### src/rtl/shr_mq_pkg.sv
package shr_mq_pkg;
    parameter int XLEN     = 32;
    parameter int SHW      = $clog2(XLEN);
    parameter int IDXW     = 5;
    parameter int CONDW    = 4;
    parameter logic [5:0] PRIMARY_OP = 6'd31;
    parameter logic [9:0] EXT_OP     = 10'd728;

    typedef enum logic [1:0] {
        K_NONE   = 2'd0,
        K_PLAIN  = 2'd1,
        K_RECORD = 2'd2
    } op_kind_e;
endpackage

### src/rtl/shr_mq_decode.sv
module shr_mq_decode
    import shr_mq_pkg::*;
(
    input  logic [XLEN-1:0] insn,
    output op_kind_e        kind,
    output logic [IDXW-1:0] tgt_idx,
    output logic [IDXW-1:0] a_idx,
    output logic [IDXW-1:0] b_idx
);
    logic hit;

    always_comb begin
        hit     = (insn[31:26] == PRIMARY_OP) && (insn[10:1] == EXT_OP);
        a_idx   = insn[25:21];
        tgt_idx = insn[20:16];
        b_idx   = insn[15:11];
        if (!hit)
            kind = K_NONE;
        else if (insn[0])
            kind = K_RECORD;
        else
            kind = K_PLAIN;
    end
endmodule

### src/rtl/shr_mq_rotmerge.sv
module shr_mq_rotmerge
    import shr_mq_pkg::*;
(
    input  logic [XLEN-1:0] src,
    input  logic [SHW:0]    ctl,
    input  logic [XLEN-1:0] aux,
    output logic [XLEN-1:0] res
);
    localparam int DBL = 2 * XLEN;

    logic [SHW-1:0]  amt;
    logic            zfill;
    logic [DBL-1:0]  twice;
    logic [XLEN-1:0] rot;
    logic [XLEN-1:0] keep;

    always_comb begin
        amt   = ctl[SHW-1:0];
        zfill = ctl[SHW];
        twice = {src, src} >> amt;
        rot   = twice[XLEN-1:0];
    end

    for (genvar i = 0; i < XLEN; i++) begin : g_bit
        assign keep[i] = (int'(amt) <= (XLEN - 1 - i));
        assign res[i]  = zfill ? (aux[i] & keep[i])
                               : (keep[i] ? rot[i] : aux[i]);
    end
endmodule

### src/rtl/shr_mq_condgen.sv
module shr_mq_condgen
    import shr_mq_pkg::*;
(
    input  logic [XLEN-1:0]  value,
    input  logic             so,
    output logic [CONDW-1:0] field
);
    logic is_zero;

    always_comb begin
        is_zero  = ~|value;
        field[3] = value[XLEN-1];
        field[2] = ~value[XLEN-1] & ~is_zero;
        field[1] = is_zero;
        field[0] = so;
    end
endmodule

### src/rtl/shr_mq_merge_unit.sv
module shr_mq_merge_unit
    import shr_mq_pkg::*;
(
    input  logic              clk,
    input  logic              rst_n,
    input  logic [XLEN-1:0]   insn_word,
    input  logic [XLEN-1:0]   src_val,
    input  logic [SHW:0]      ctl_lo,
    input  logic [XLEN-1:0]   aux_val,
    input  logic              so_in,
    output logic [IDXW-1:0]   rd_a_idx,
    output logic [IDXW-1:0]   rd_b_idx,
    output logic [IDXW-1:0]   dst_idx,
    output logic [XLEN-1:0]   dst_val,
    output logic              dst_we,
    output logic [CONDW-1:0]  cond_val,
    output logic              cond_we
);
    op_kind_e         kind_d, kind_q;
    logic [IDXW-1:0]  tgt_d, tgt_q;
    logic [XLEN-1:0]  res_d, res_q;
    logic [CONDW-1:0] cf_d, cf_q;

    shr_mq_decode u_dec (
        .insn    (insn_word),
        .kind    (kind_d),
        .tgt_idx (tgt_d),
        .a_idx   (rd_a_idx),
        .b_idx   (rd_b_idx)
    );

    shr_mq_rotmerge u_rm (
        .src (src_val),
        .ctl (ctl_lo),
        .aux (aux_val),
        .res (res_d)
    );

    shr_mq_condgen u_cg (
        .value (res_d),
        .so    (so_in),
        .field (cf_d)
    );

    always_ff @(posedge clk) begin
        if (!rst_n) begin
            kind_q <= K_NONE;
            tgt_q  <= '0;
            res_q  <= '0;
            cf_q   <= '0;
        end else begin
            kind_q <= kind_d;
            tgt_q  <= tgt_d;
            res_q  <= res_d;
            cf_q   <= cf_d;
        end
    end

    always_comb begin
        dst_idx  = tgt_q;
        dst_val  = res_q;
        dst_we   = 1'b0;
        cond_we  = 1'b0;
        cond_val = '0;
        unique case (kind_q)
            K_NONE: begin
                dst_we = 1'b0;
            end
            K_PLAIN: begin
                dst_we = 1'b1;
            end
            K_RECORD: begin
                dst_we   = 1'b1;
                cond_we  = 1'b1;
                cond_val = cf_q;
            end
            default: begin
                dst_we = 1'b0;
            end
        endcase
    end
endmodule

### config.mk
export PLATFORM = sky130hd
export DESIGN_NAME = shr_mq_merge_unit
export DESIGN_NICKNAME = d
export VERILOG_FILES = /design/src/rtl/shr_mq_pkg.sv /design/src/rtl/shr_mq_decode.sv /design/src/rtl/shr_mq_rotmerge.sv /design/src/rtl/shr_mq_condgen.sv /design/src/rtl/shr_mq_merge_unit.sv
export SDC_FILE = /design/constraint.sdc
export NUM_CORES = 1
export LEC_CHECK = 0
export BUFFER_PORTS_ARGS = -buffer_cell sky130_fd_sc_hd__buf_2
export CAP_MARGIN = 5
export CORE_MARGIN = 4
export CORE_UTILIZATION = 45
export DETAILED_ROUTE_END_ITERATION = 7
export PLACE_DENSITY = 0.84
export SYNTH_ARGS = -nofsm -noshare
export SYNTH_HDL_FRONTEND = slang
export SYNTH_HIERARCHICAL = 1
export SYNTH_SLANG_ARGS = --single-unit
### constraint.sdc
create_clock -name clk -period 3.8 [get_ports clk]
set_input_delay 0.76 -clock clk [delete_from_list [all_inputs] [get_ports clk]]
set_output_delay 0.76 -clock clk [all_outputs]
set_load 0.01 [all_outputs]
==> results of run 1 <==
[layout by cell type (no fill, tap or decap), types with 6 or more instances in the layout]
cell type / instances
buf_2: 137
nand2_1: 50
and2_2: 43
dfxtp_1: 43
nor2_1: 27
o21ai_0: 27
mux4_2: 26
mux2i_1: 25
a21oi_1: 23
buf_4: 17
mux2_2: 11
inv_1: 10
nor4_1: 9
nand3_1: 8
mux4_1: 8
o22ai_1: 8
a31oi_1: 7
a211oi_1: 7
nor3_1: 6
o211ai_1: 6
[area by class of cell]
| class | instances | area share (%) |
|---|---|---|
| clock buffer | 6 | 1.490 |
| clock inverter | 2 | 1.233 |
| inverter | 13 | 1.002 |
| multi-input combinational | 351 | 58.30 |
| sequential | 43 | 17.68 |
| tap | 108 | 2.775 |
| timing repair buffer | 156 | 17.52 |
[worst paths after layout]
kind / end / from / cells past startpoint / slack [ns]
max: cf_q[2]$_SDFF_PN0_ / ctl_lo[1] / 11 / 0.33
min: dst_idx[3]$_SDFF_PN0_ / insn_word[19] / 2 / 0.68
[cells by family (layout without fill, tap and decap cells)]
group                      Yosys count  after routing  share of synthesized area, %
and+or+nand+nor                    169            169                         22.67
AOI/OAI and AO/OA                  105            105                         16.59
muxes                               70             70                         28.72
buffers and inverters               67            177                         9.183
DFF                                 43             43                         21.13
xor gates and xnor gates             4              4                        0.8599
adders and majority gates            3              3                        0.8599
[cell usage after synthesis (5+ instances only)]
library cell and n:
nand2_1 50, buf_4 24, mux2i_1 25, mux4_1 8, nand2b_1 5, inv_1 10, nor2_1 27, o21ai_0 27
o22ai_1 8, mux4_2 26, o211ai_1 6, clkbuf_1 12, nand3_1 8, a31oi_1 7, buf_2 10, dfxtp_1 43
nor4_1 9, nor3_1 6, a211oi_1 7, and2_2 43, and2_1 5, a21oi_1 23, mux2_2 11
[critical path, cell delays in order]
cell and delay, ns:
buf_2 0.29, buf_12 0.23, mux4_2 0.54, and2_0 0.17, a2111oi_0 0.49, a31oi_1 0.13, o211a_1 0.18, nor4_1 0.32
nand4_1 0.17, o21ba_1 0.19, and2_2 0.18
[through the flow]
stage          area, µm²  worst slack (ns)  total power [W]  cells  hold slack [ns]
6_report            4870            0.3295         0.001426    679           0.6836
4_1_cts             4870            0.4023         0.001425    679           0.6756
5_1_grt             4870            0.1976         0.001495    679           0.6718
3_3_place_gp        4737            0.1225         0.001004    671           0.9820
3_5_place_dp        4737           0.09021         0.001013    671           0.9845
2_1_floorplan       4074            0.6759        0.0008416    461           0.8962
[power by group]
| part | internal [W] | switching, W | total [W] |
|---|---|---|---|
| clock | 0.000262 | 0.000148 | 0.000411 |
| sequential | 0.000481 | 0.00000632 | 0.000487 |
| combinational | 0.000240 | 0.000289 | 0.000529 |
| total | 0.000983 | 0.000443 | 0.00143 |
[state kept, by name, summed over array words and instances (netlist names)]
register	flops
dst_val	32
kind_q	2
dst_idx	5
cf_q	4
[routing by layer]
layer	global-route usage (%)	wire length [µm]	part of all wire [%]	vias up
li1	-	-	-	1914
met1	32.55	5182	39	1926
met2	39.32	6137	46	324
met3	3.518	1593	12	29
met4	10.16	397	3.0	0
met5	0	0	0	-
==> flow_summary.yaml, run 1 <==
outcome:
  outcome: "completed"
layout:
  drive_gt1_share_pct: 43.08
  areaGrowthSynthToFinish_pct: 19.53
  regArea_um2: 860.8
  antenna_cells: 0
  fillers: 791
  multi_input_area_mm2: 0.002839
  fin_nets: 677
  fin_util_pct: 55.57
placed_design:
  place.gp.congestion: 0.9877
  portBuffers: 137
  hpwl_um: 10550
setup_path:
  crit_path_end_kind: "flop"
  cp_data_arrival_time_ns: 3.66
  crit_required_ns: 3.99
  crit_path_start_kind: "input port"
  path_class: "in2reg"
  cp_max_fo: 19
routing:
  drt_iter0_markers: 406
  wirelength_um: 13310
  avgViaCountPerCell: 6.175
  drc: 0
  first_pass_iters: 5
  num_vias: 4193
  route.detailed.wl_per_inst_um: 19.60
  drtAntennaViolNets: 0
floorplanning:
  die_h_um: 103.1
  boundaryPins: 158
  fp.dieArea_mm2: 0.01064
  num_rows: 34
  die_w_um: 103.1
  initial_core_util_pct: 46.49
  fp.coreArea_mm2: 0.008763
synth:
  syn_nets: 568
  synth_top_area_share_pct: 21.13
  synth.yosys.seq_area_share_pct: 21.13
  synth_cell_types: 61
  syn_inst: 461
  synthArstFlopShare_pct: 0
  synth_edf_count: 0
  syn_area_per_cell_um2: 8.837
  syn-cell-area_mm2: 0.004074
  synthTopCellsByArea: "dfxtp_1 21%, mux4_2 14%, and2_2 7.9%"
  synth_warnings: 6
  synth_top_flop_cell: "dfxtp_1"
  yosysTopAreaCell: "dfxtp_1"
  ys_ff_latch: 43
clock_tree:
  cts.sink_count: 43
  numCtsBuffers: 5
  cts_tree: "done"
  cts_root_buffer: "clkbuf_8"
  htree_levels: 2
  cts.path.max_buffers: 2
  cts.hold.buffers_added: 0
  cts_resized: 0
  postCtsSetupBuffers: 0
  cts.clk_slew.worst_paths_ns: 0.08
global_routing:
  antenna_found_initial: 0
  grt_max_degree: 44
  grt_overflow_total: 0
  grt_pass1_vias: 3848
  grt.total_usage_pct: 24.32
  grt_pass1_wl_um: 20040
power:
  peakVddDrop_uv: 190.5
  power.density_mw_per_mm2: 292.8
  p_leak_nw: 2.203
timing:
  rsz0062_at_grt: "false"
  tightest_slew_ns: 0.6835
  max-slew-margin-rel_pct: 54.08
  fin_setup_tns_ns: 0
  slew_viol_final: 0
  setup_viol: 0
  timing.final.crit_period_ns: 3.470
  fmax_ghz: 0.2881
  hold_viol: 0
  period_share_pct: 91.33
flow_run:
  max_cap_violations: 0
worst_hold_path:
  min_path_type: "in2reg"
Note: power is estimated with default switching activity, not from simulation.
==> inputs of run 2 (changes only) <==
--- a/config.mk
+++ b/config.mk
@@ -8,9 +8,9 @@
 export BUFFER_PORTS_ARGS = -buffer_cell sky130_fd_sc_hd__buf_2
 export CAP_MARGIN = 5
 export CORE_MARGIN = 4
-export CORE_UTILIZATION = 45
+export CORE_UTILIZATION = 50
 export DETAILED_ROUTE_END_ITERATION = 7
-export PLACE_DENSITY = 0.84
+export PLACE_DENSITY = 0.91
 export SYNTH_ARGS = -nofsm -noshare
 export SYNTH_HDL_FRONTEND = slang
 export SYNTH_HIERARCHICAL = 1
==> run 2 against run 1 <==
Sequential share of layout area rose by 0.23 points; critical path type unchanged; combinational power is essentially flat; first-iteration DRC count grew 33%.
==> flow_summary.yaml, run 2 (synthesized netlist as in run 1, its figures left out) <==
timing:
  hold_viol: 0
  holdWs_ns: 0.6870
  slew_viol_final: 0
  setup_viol: 0
  timing.final.crit_period_ns: 3.429
  max-slew-margin-rel_pct: 57.65
  fmax_ghz: 0.2916
  period_share_pct: 90.23
  rsz0062_at_grt: "false"
  tightest_slew_ns: 0.6305
  fin_setup_tns_ns: 0
power:
  peakVddDrop_uv: 169.2
  p_leak_nw: 2.174
  power.density_mw_per_mm2: 267.8
placed_design:
  portBuffers: 137
  place.gp.congestion: 1.035
  hpwl_um: 10370
floorplanning:
  die_w_um: 98.27
  boundaryPins: 158
  die_h_um: 98.27
  num_rows: 32
  initial_core_util_pct: 52.18
  fp.dieArea_mm2: 0.009656
  fp.coreArea_mm2: 0.007807
clock_tree:
  cts_root_buffer: "clkbuf_8"
  cts.clk_slew.worst_paths_ns: 0.08
  numCtsBuffers: 5
  cts_resized: 0
  htree_levels: 2
  cts.path.max_buffers: 2
  cts_tree: "done"
  cts.sink_count: 43
  cts.hold.buffers_added: 0
  postCtsSetupBuffers: 0
outcome:
  outcome: "completed"
setup_path:
  cpMaxStageDelayCell: "mux4_1"
  crit_required_ns: 3.99
  crit_path_start_kind: "input port"
  timing.critical_path.buf_inv: 2
  path_class: "in2reg"
  crit_path_end_kind: "flop"
  crit_path_max_incr_delay_ns: 0.61
  worstPathCellList: "buf_2, buf_12, mux4_1, mux2_2, nor3_1, nor4b_1, a211o_1, nor4_1, nand4_1, o21ba_1, and2_2"
  cp_data_arrival_time_ns: 3.62
  cp_max_fo: 13
  crit_family: "multiplexers"
global_routing:
  antenna_found_initial: 0
  met2_usage_pct: 43.09
  grt_pass1_wl_um: 21110
  grt_max_degree: 44
  grt_overflow_total: 0
  grt.total_usage_pct: 26.57
  grt_pass1_vias: 4223
  met3_usage_pct: 6.214
  gr-usage-met1_pct: 34.56
  grt.busiest_layer: "met2"
flow_run:
  max_cap_violations: 0
layout:
  drive_gt1_share_pct: 42.98
  fin_nets: 676
  largest_reg_flops: 32
  final_cell_mix: "137 x buf_2, 50 x nand2_1, 43 x and2_2, 43 x dfxtp_1"
  areaGrowthSynthToFinish_pct: 18.00
  antenna_cells: 0
  final_common_cell: "buf_2"
routing:
  num_vias: 4274
  drtAntennaViolNets: 0
  wirelength_um: 13210
  first_pass_iters: 6
  drc: 0
  avgViaCountPerCell: 6.360
  route.detailed.wl_per_inst_um: 19.66
  drt_iter0_markers: 538
worst_hold_path:
  min_path_type: "in2reg"
## run 2: power by group
group          leakage [nW]  internal [W]  total (W)  switching (W)
Clock                0.0412      0.000128   0.000273       0.000145
Combinational          1.78      0.000239   0.000526       0.000287
Sequential            0.356      0.000481   0.000489     0.00000792
## run 2: layer usage
layer	part of all wire [%]	up-vias
li1	-	1920
met1	38	1931
met2	46	376
met3	13	47
met4	3.1	0
met5	0	-
## run 2: final cells by class
class / instances / area (µm²)
clock buffers: 6 / 72.57
repair buffers: 155 / 845.8
well taps: 102 / 127.6
multi-input cells: 351 / 2839
fillers: 644 / 3000
clock inverters: 2 / 12.51
flip-flops and latches: 43 / 860.8
inverters: 13 / 48.80
## run 2: final timing paths
kind | endpoint | cells after the start | start | slack [ns]
hold / removal | dst_idx[4]$_SDFF_PN0_ | 2 | insn_word[20] | 0.69
setup / recovery | cf_q[2]$_SDFF_PN0_ | 11 | ctl_lo[1] | 0.37
## run 2: per-stage QoR
stage | instance area, µm² | cells | setup slack, ns | utilization, % | power (W)
final | 4807 | 672 | 0.3711 | 61.57 | 0.001287
after global routing | 4807 | 672 | 0.2447 | 61.57 | 0.001352
after CTS | 4807 | 672 | 0.4723 | 61.57 | 0.001279
after detailed placement | 4722 | 664 | 0.1589 | 60.48 | 0.001009
after global placement | 4722 | 664 | 0.1720 | 60.48 | 0.0009929
after floorplan | 4074 | 461 | 0.6759 | - | 0.0008416
